## src/rtl/rtc_snap_pkg.sv

```systemverilog
package rtc_snap_pkg;
  localparam int DW   = 8;
  localparam int NCNT = 7;
  localparam int NREG = NCNT + 1;
  localparam int IW   = $clog2(NREG);
  localparam logic [DW-1:0] BURST_CMD   = 8'hBF;
  localparam logic [DW-1:0] SINGLE_BASE = 8'h80;

  typedef struct packed {
    logic          capture;
    logic          rdValid;
    logic [IW-1:0] rdIdx;
  } ctlStrobe_t;

  // modulus of each counter: sec, min, hour, date, month, weekday, year
  function automatic int cntLimit(input int i);
    case (i)
      0, 1:    return 60;
      2:       return 24;
      3:       return 31;
      4:       return 12;
      5:       return 7;
      default: return 100;
    endcase
  endfunction

  // which counter's wrap advances counter i (-1 means the tick)
  function automatic int carrySrc(input int i);
    case (i)
      0:       return -1;
      1:       return 0;
      2:       return 1;
      3:       return 2;
      4:       return 3;
      5:       return 2;
      default: return 4;
    endcase
  endfunction
endpackage

```

## src/rtl/rtc_snap_ctl.sv

```systemverilog
module rtc_snap_ctl
  import rtc_snap_pkg::*;
(
  input  logic          clk,
  input  logic          rst,
  input  logic          secTick,
  input  logic          cmdValid,
  input  logic [DW-1:0] cmdByte,
  input  logic          byteReq,
  output ctlStrobe_t    strobe
);
  typedef enum logic [1:0] {ST_IDLE, ST_PEND, ST_SEND} ctlState_t;

  ctlState_t     state;
  logic [IW-1:0] idx;
  logic          burstMode;
  logic          isBurst;
  logic          isSingle;
  logic          isRead;

  assign isBurst  = (cmdByte == BURST_CMD);
  assign isSingle = (cmdByte[DW-1:IW] == SINGLE_BASE[DW-1:IW]);
  assign isRead   = isBurst || isSingle;

  always_ff @(posedge clk) begin
    if (rst) begin
      state     <= ST_IDLE;
      idx       <= '0;
      burstMode <= 1'b0;
    end else if (cmdValid) begin
      if (isRead) begin
        burstMode <= isBurst;
        idx       <= isBurst ? '0 : cmdByte[IW-1:0];
        state     <= secTick ? ST_PEND : ST_SEND;
      end else begin
        state <= ST_IDLE;
      end
    end else begin
      case (state)
        ST_PEND: if (!secTick) state <= ST_SEND;
        ST_SEND: if (byteReq) begin
          if (burstMode && idx != IW'(NREG - 1)) idx <= idx + 1'b1;
          else state <= ST_IDLE;
        end
        default: state <= ST_IDLE;
      endcase
    end
  end

  always_comb begin
    strobe.capture = !secTick &&
                     ((cmdValid && isRead) || (!cmdValid && state == ST_PEND));
    strobe.rdValid = (state == ST_SEND);
    strobe.rdIdx   = idx;
  end
endmodule

```

## src/rtl/rtc_snap_dp.sv

```systemverilog
module rtc_snap_dp
  import rtc_snap_pkg::*;
(
  input  logic          clk,
  input  logic          rst,
  input  logic          secTick,
  input  logic [DW-1:0] ctrlByte,
  input  ctlStrobe_t    strobe,
  output logic [DW-1:0] liveCnt [NCNT],
  output logic [DW-1:0] byteOut
);
  logic [DW-1:0] shadow [NREG];

  for (genvar g = 0; g < NCNT; g++) begin : g_cnt
    localparam int SRC = carrySrc(g);
    localparam logic [DW-1:0] LAST = DW'(cntLimit(g) - 1);
    logic          inc;
    logic          wrapHere;
    logic [DW-1:0] value;

    if (SRC < 0) begin : g_tick
      assign inc = secTick;
    end else begin : g_chain
      assign inc = g_cnt[SRC].wrapHere;
    end

    assign wrapHere   = inc && (value == LAST);
    assign liveCnt[g] = value;

    always_ff @(posedge clk) begin
      if (rst)      value <= '0;
      else if (inc) value <= (value == LAST) ? '0 : value + 1'b1;
    end
  end

  always_ff @(posedge clk) begin
    if (rst) begin
      for (int i = 0; i < NREG; i++) shadow[i] <= '0;
    end else if (strobe.capture) begin
      for (int i = 0; i < NCNT; i++) shadow[i] <= liveCnt[i];
      shadow[NREG-1] <= ctrlByte;
    end
  end

  assign byteOut = strobe.rdValid ? shadow[strobe.rdIdx] : '0;
endmodule

```

## src/rtl/rtc_snap_burst.sv

```systemverilog
module rtc_snap_burst
  import rtc_snap_pkg::*;
(
  input  logic          clk,
  input  logic          rst,
  input  logic          secTick,
  input  logic          cmdValid,
  input  logic [DW-1:0] cmdByte,
  input  logic          byteReq,
  input  logic [DW-1:0] ctrlByte,
  output logic [DW-1:0] byteOut,
  output logic [DW-1:0] liveSec,
  output logic [DW-1:0] liveMin,
  output logic [DW-1:0] liveHour,
  output logic [DW-1:0] liveDate,
  output logic [DW-1:0] liveMonth,
  output logic [DW-1:0] liveDay,
  output logic [DW-1:0] liveYear
);
  ctlStrobe_t    strb;
  logic [DW-1:0] liveCnt [NCNT];

  rtc_snap_ctl u_ctl (
    .clk(clk), .rst(rst), .secTick(secTick), .cmdValid(cmdValid),
    .cmdByte(cmdByte), .byteReq(byteReq), .strobe(strb)
  );

  rtc_snap_dp u_dp (
    .clk(clk), .rst(rst), .secTick(secTick), .ctrlByte(ctrlByte),
    .strobe(strb), .liveCnt(liveCnt), .byteOut(byteOut)
  );

  assign liveSec   = liveCnt[0];
  assign liveMin   = liveCnt[1];
  assign liveHour  = liveCnt[2];
  assign liveDate  = liveCnt[3];
  assign liveMonth = liveCnt[4];
  assign liveDay   = liveCnt[5];
  assign liveYear  = liveCnt[6];
endmodule

```

## config.mk

```make
export PLATFORM = sky130hd
export DESIGN_NAME = rtc_snap_burst
export DESIGN_NICKNAME = d
export VERILOG_FILES = /design/src/rtl/rtc_snap_pkg.sv /design/src/rtl/rtc_snap_ctl.sv /design/src/rtl/rtc_snap_dp.sv /design/src/rtl/rtc_snap_burst.sv
export SDC_FILE = /design/constraint.sdc
export NUM_CORES = 1
export LEC_CHECK = 0
export BUFFER_PORTS_ARGS = -buffer_cell sky130_fd_sc_hd__buf_2
export CAP_MARGIN = 20
export CORE_MARGIN = 3
export CORE_UTILIZATION = 60
export DETAILED_ROUTE_END_ITERATION = 12
export PLACE_DENSITY = 0.94
export SLEW_MARGIN = 10
export SYNTH_ARGS = -nofsm -noshare
export SYNTH_HDL_FRONTEND = slang
export SYNTH_HIERARCHICAL = 1
export SYNTH_SLANG_ARGS = --single-unit
```

## constraint.sdc

```tcl
create_clock -name clk -period 5.45 [get_ports clk]
set_input_delay 0.545 -clock clk [delete_from_list [all_inputs] [get_ports clk]]
set_output_delay 0.545 -clock clk [all_outputs]
set_load 0.01 [all_outputs]
```

Word level (Yosys, flattened, before mapping)

Memories as Yosys holds them, arrays and structs flattened. A register that Yosys moved wholly into a read port is not among the register bits.
Cells that the tools add are included.

Register bits: 62
Bits in writable memories: 64
Input port bits: 21
Output and inout port bits: 64
Logic and storage cells: 98
Memories kept: 1

Add/subtract/negate cells: 8
Equal/unequal tests: 16
Mux-type cells: 36
Bitwise operators: 8
Reduce and logical (&&, ||, !) cells: 19

Memory list:

| name        | words | width | rd ports | clocked after memory_dff | wr ports | line              | source |
|---|---|---|---|---|---|---|---|
| u_dp.shadow | 8     | 8     | 1        | 1                        | 8        | rtc_snap_dp.sv:12 | `logic [DW-1:0] shadow [NREG];` |

Operator list:

| kind                  | count |
|---|---|
| $mux W8               | 16 |
| $add A8 B1 Y8 const B | 7 |
| $mux W3               | 8 |
| $eq A8 B5 Y1 const B  | 2 |
| $eq A8 B6 Y1 const B  | 2 |
| $mux W2               | 6 |
| $ne A3 B3 Y1 const B  | 4 |
| $logic_and A1 B1 Y1   | 9 |
| $eq A8 B3 Y1 const B  | 1 |
| $eq A8 B4 Y1 const B  | 1 |
| $eq A8 B7 Y1 const B  | 1 |
| $eq A8 B8 Y1 const B  | 1 |
| $or A1 B1 Y1          | 8 |
| $reduce_bool A2 Y1    | 3 |
| $eq A5 B5 Y1 const B  | 1 |
| $mux W1               | 5 |
| $pmux W2 S2           | 1 |
| $reduce_and A4 Y1     | 1 |
| $add A3 B1 Y3 const B | 1 |
| $reduce_and A3 Y1     | 1 |
| $eq A2 B1 Y1 const B  | 1 |
| $eq A2 B2 Y1 const B  | 1 |
| $logic_not A1 Y1      | 2 |
| $logic_or A1 B1 Y1    | 2 |
| 2 further kinds       | 2 |

Logic depth before layout (Yosys ltp)

Word-level depth: 9
Depth in mapped cells: 9
Mapped depth without buffers: 7

By module

Netlist, hierarchy kept.

By module, submodules not included:

| module       | instances | cells an instance | area an instance (sq um) | sequential area each (sq um) |
|---|---|---|---|---|
| rtc_snap_dp  | 1         | 492               | 5644.2                   | 3042.9 |
| rtc_snap_ctl | 1         | 49                | 454.2                    | 120.1 |

Worst setup path before layout

No wires, ideal clock.

Kind: in2reg
Start point: input cmdByte[6]
End point: memory u_dp.shadow[0][0], enable pin
Setup time: 0.394 ns
Data arrival time: 2.051 ns
Data required time: 5.056 ns
Path slack: 3.005 ns
Stages on the path: 5
Cell sequence: and4b_1 -> and4_4 -> nor3_2 -> nor2_1 -> or2_2

RTL lines:

| item            | line                | source |
|---|---|---|
| start, declared | rtc_snap_burst.sv:8 | `input logic [DW-1:0] cmdByte,` |
| end, declared   | rtc_snap_dp.sv:12   |  |

Worst setup path after layout

Start point: register u_dp.g_cnt[1].value[0]
End point: register u_dp.g_cnt[5].value[7]

Cells in the longest elaborated chain, start to end: 3

RTL lines:

| item                              | line              | source |
|---|---|---|
| start, declared                   | rtc_snap_dp.sv:19 | `logic [DW-1:0] value;` |
| start signal, assigned            | rtc_snap_dp.sv:32 | `else if (inc) value <= (value == LAST) ? '0 : value + 1'b1;` |
| $eq A8 B6 Y1                      | rtc_snap_dp.sv:27 | `assign wrapHere = inc && (value == LAST);` |
| $logic_and A1 B1 Y1 (2 in series) | rtc_snap_dp.sv:27 |  |
| end signal, assigned              | rtc_snap_dp.sv:32 |  |
| end, declared                     | rtc_snap_dp.sv:19 |  |

No other way between the ends.
A chain may end at the register's enable or synchronous reset.

==> metrics.cfg <==
[run_status]
status=finished clean

[critical_path]
required_ps=5910
path_class=reg -> reg
regToRegStartpoint=u_dp/g_cnt[1].value[0]
critPathMaxFanout=16
start_kind=flop
critPathLaunch=u_dp/g_cnt[1].value[0]
critPathArrivalTime_ps=3400
endpoint_kind=flop

[logic_synthesis]
synth_edf_count=64
synth_compound_area_share_pct=6.44
synthMuxAreaShare_pct=8.25
synth_simple_gate_area_share_pct=24.9
synthXorXnorAreaFrac_pct=3.59
yosysUniqueCellTypes=61
synth_top_area_share_pct=31.5
yosys_warnings=6
ys_seq_elements=126
synth_area_mm2=0.00610
synthTopCellsByArea=edfxtp_1 (32%), dfxtp_1 (20%), mux4_2 (5.9%)
synthCells=541
yosysSeqAreaShare_pct=51.9
syn_nets=573
synth_top_family_by_area=simple AND/OR/NAND/NOR gates
yosys.area.top_type=edfxtp_1
synth.avg_cell_area_um2=11.3
synthAdderAreaFrac_pct=2.26
ys.flop_type=edfxtp_1
ys_async_sr_fraction_pct=0

[layout]
syn2layout_area_growth_pct=16.8
fin_util_pct=72.5
multi_input_area_mm2=0.00277
layout.cells.non_filler=769
fin_area_mm2=0.00712
fillers=650
nNetsFinal=655
seq_area_mm2=0.00316
drive_gt1_share_pct=25.5
diodes=0

[power_and_ir_drop]
pwr-share-seq_pct=49.4
power_mw=2.10
power.leakage_nw=2.70
intPower_mw=1.65
ir_worst_vdd_v=0.000183
p_sw_uw=456
p_per_area_mw_per_mm2=295
power_frac_clock_pct=47.5
pwr-share-comb_pct=3.1
switching_share_pct=21.7

[place]
io_buffers=84
dp_cells=736
gp_congestion=0.858
place_ws_ps=2140
dpl_cell_area_mm2=0.00659
place_hpwl_um=10100

[drt]
firstDrtPassIters=5
wl_per_cell_um=20.2
vias=4799
drtIter0Drc=576
detail-route-antenna-nets=0
viasPerCell=6.24
drcViolationCount=0
wl_um=15500

[sta]
worst_slew_margin_rel_pct=30.9
setup_ws_ps=2510
tightest_slew_ps=1040
finalCritPeriodShare_pct=53.9
final.setup.tns_ps=0
setup_violations=0
rsz0062_at_grt=no
timing.final.crit_period_ps=2940
final-hold-violation-count=0
drv_slew=0
max_freq_mhz=340
whs_ps=318
skew_ps=12.2

[die]
core_mm2=0.00982
die-area_mm2=0.0114
die_y_um=107
die_w_um=107
rows=36
top_level_ports=85
initial_core_util_pct=62.1

[clock_network]
hold_buffers=0
clk_pin_slew_ps=60
numClockSinks=126
post_cts_resize_count=0
htreeDepth=4
cts_setup_buffers=0
root_buffer=clkbuf_8
cts_buffer_depth=2
clk_latency_ps=530
cts-buffers-inserted=17
cts_tree=built

[global_routing]
grt_overflow=0
grt_max_degree=65
use_met2_pct=47.4
grt_util_met1_pct=37.1
met3_usage_pct=5.84
groute.usage.overall_pct=28.4
antenna_found_initial=0
grt_pass1_wl_um=24900
grt_most_used_layer=met2
grt_pass1_vias=4568

[run]
max_cap_viol_count=0

[min_path]
hold_path_class=in -> reg
worstHoldStart=ctrlByte[7]

## cells by family (layout without fill, tap and decap cells)
logic type,after synthesis,count (layout)
multiplexers,30,30
buffers and inverters,35,130
AO/OA/AOI/OAI,64,64
adder cells (fa/ha/maj),11,11
XOR/XNOR,25,25
AND/OR/NAND/NOR,250,250
flip-flops,126,126
## power groups by stage
stage	sequential (mW)	combinational (mW)	clock (mW)
after global placement	1.05	0.0607	0
after floorplan	1.05	0.0429	0
after detailed placement	1.06	0.0644	0
final	1.04	0.0662	0.998
after CTS	1.04	0.0655	1.01
after global routing	1.04	0.0713	1.04
## area by class of cell
type,instances,share of cell area (%)
clock buffers,19,5.92
clock inverters,13,1.42
inverters,11,0.580
multi-input cells,380,38.9
flip-flops and latches,126,44.4
well taps,133,2.34
repair buffers,87,6.38
## synthesized netlist by cell type, drive strengths merged (14+ instances only)
cell	instances
a21oi	26
and2	53
clkbuf	14
dfxtp	62
edfxtp	64
mux4	16
nand2	27
nand3	20
nand4	20
nor2	35
nor2b	27
nor3	16
o21ai	17
xor2	14
## final timing paths
kind	depth (start not counted)	to	slack [ps]
worst max-delay path	6	u_dp/g_cnt[5].value[7]	2510
worst min-delay path	2	u_dp/shadow[7][7]	320
worst min register to register	2	u_ctl/burstMode	530
worst max register to register	6	u_dp/g_cnt[5].value[7]	2510
## layer usage
layer	vias up	part of all wire (%)
met3	51	7.8
met4	0	3.0
li1	2165	-
met2	293	50
met1	2290	39
met5	-	0
## state kept, by name, indices dropped and copies added (netlist names)
| name | flops |
|---|---|
| u_dp/g_cnt.value | 56 |
| u_ctl/burstMode | 1 |
| u_dp/shadow | 64 |
| u_ctl/idx | 3 |
| u_ctl/state | 2 |
## layout by cell type, fill, tap and decap left out, types with 3 or more instances in the layout
master	n
a21oi_1	26
or4_1	10
and4_1	3
and3_1	5
nand4_1	19
nand2_1	27
dfxtp_1	61
clkinvlp_4	3
xor2_1	14
o21ai_0	16
a21o_1	3
buf_2	84
or3_2	3
or3_1	10
clkinv_2	8
nor2_1	34
edfxtp_1	64
nor3_1	13
o31ai_1	7
nor2b_1	26
nand3_1	20
mux2i_1	12
clkbuf_16	16
xnor2_1	11
mux4_2	16
inv_1	11
and2_1	52
ha_1	11
## critical path: stages, from the launching register on
cell,delay [ps]
dfxtp_1,470
ha_1,300
nand4_1,220
nor4_4,520
nand3_1,550
or4_1,660
a21oi_1,150
(Power assumes the default switching activity.)
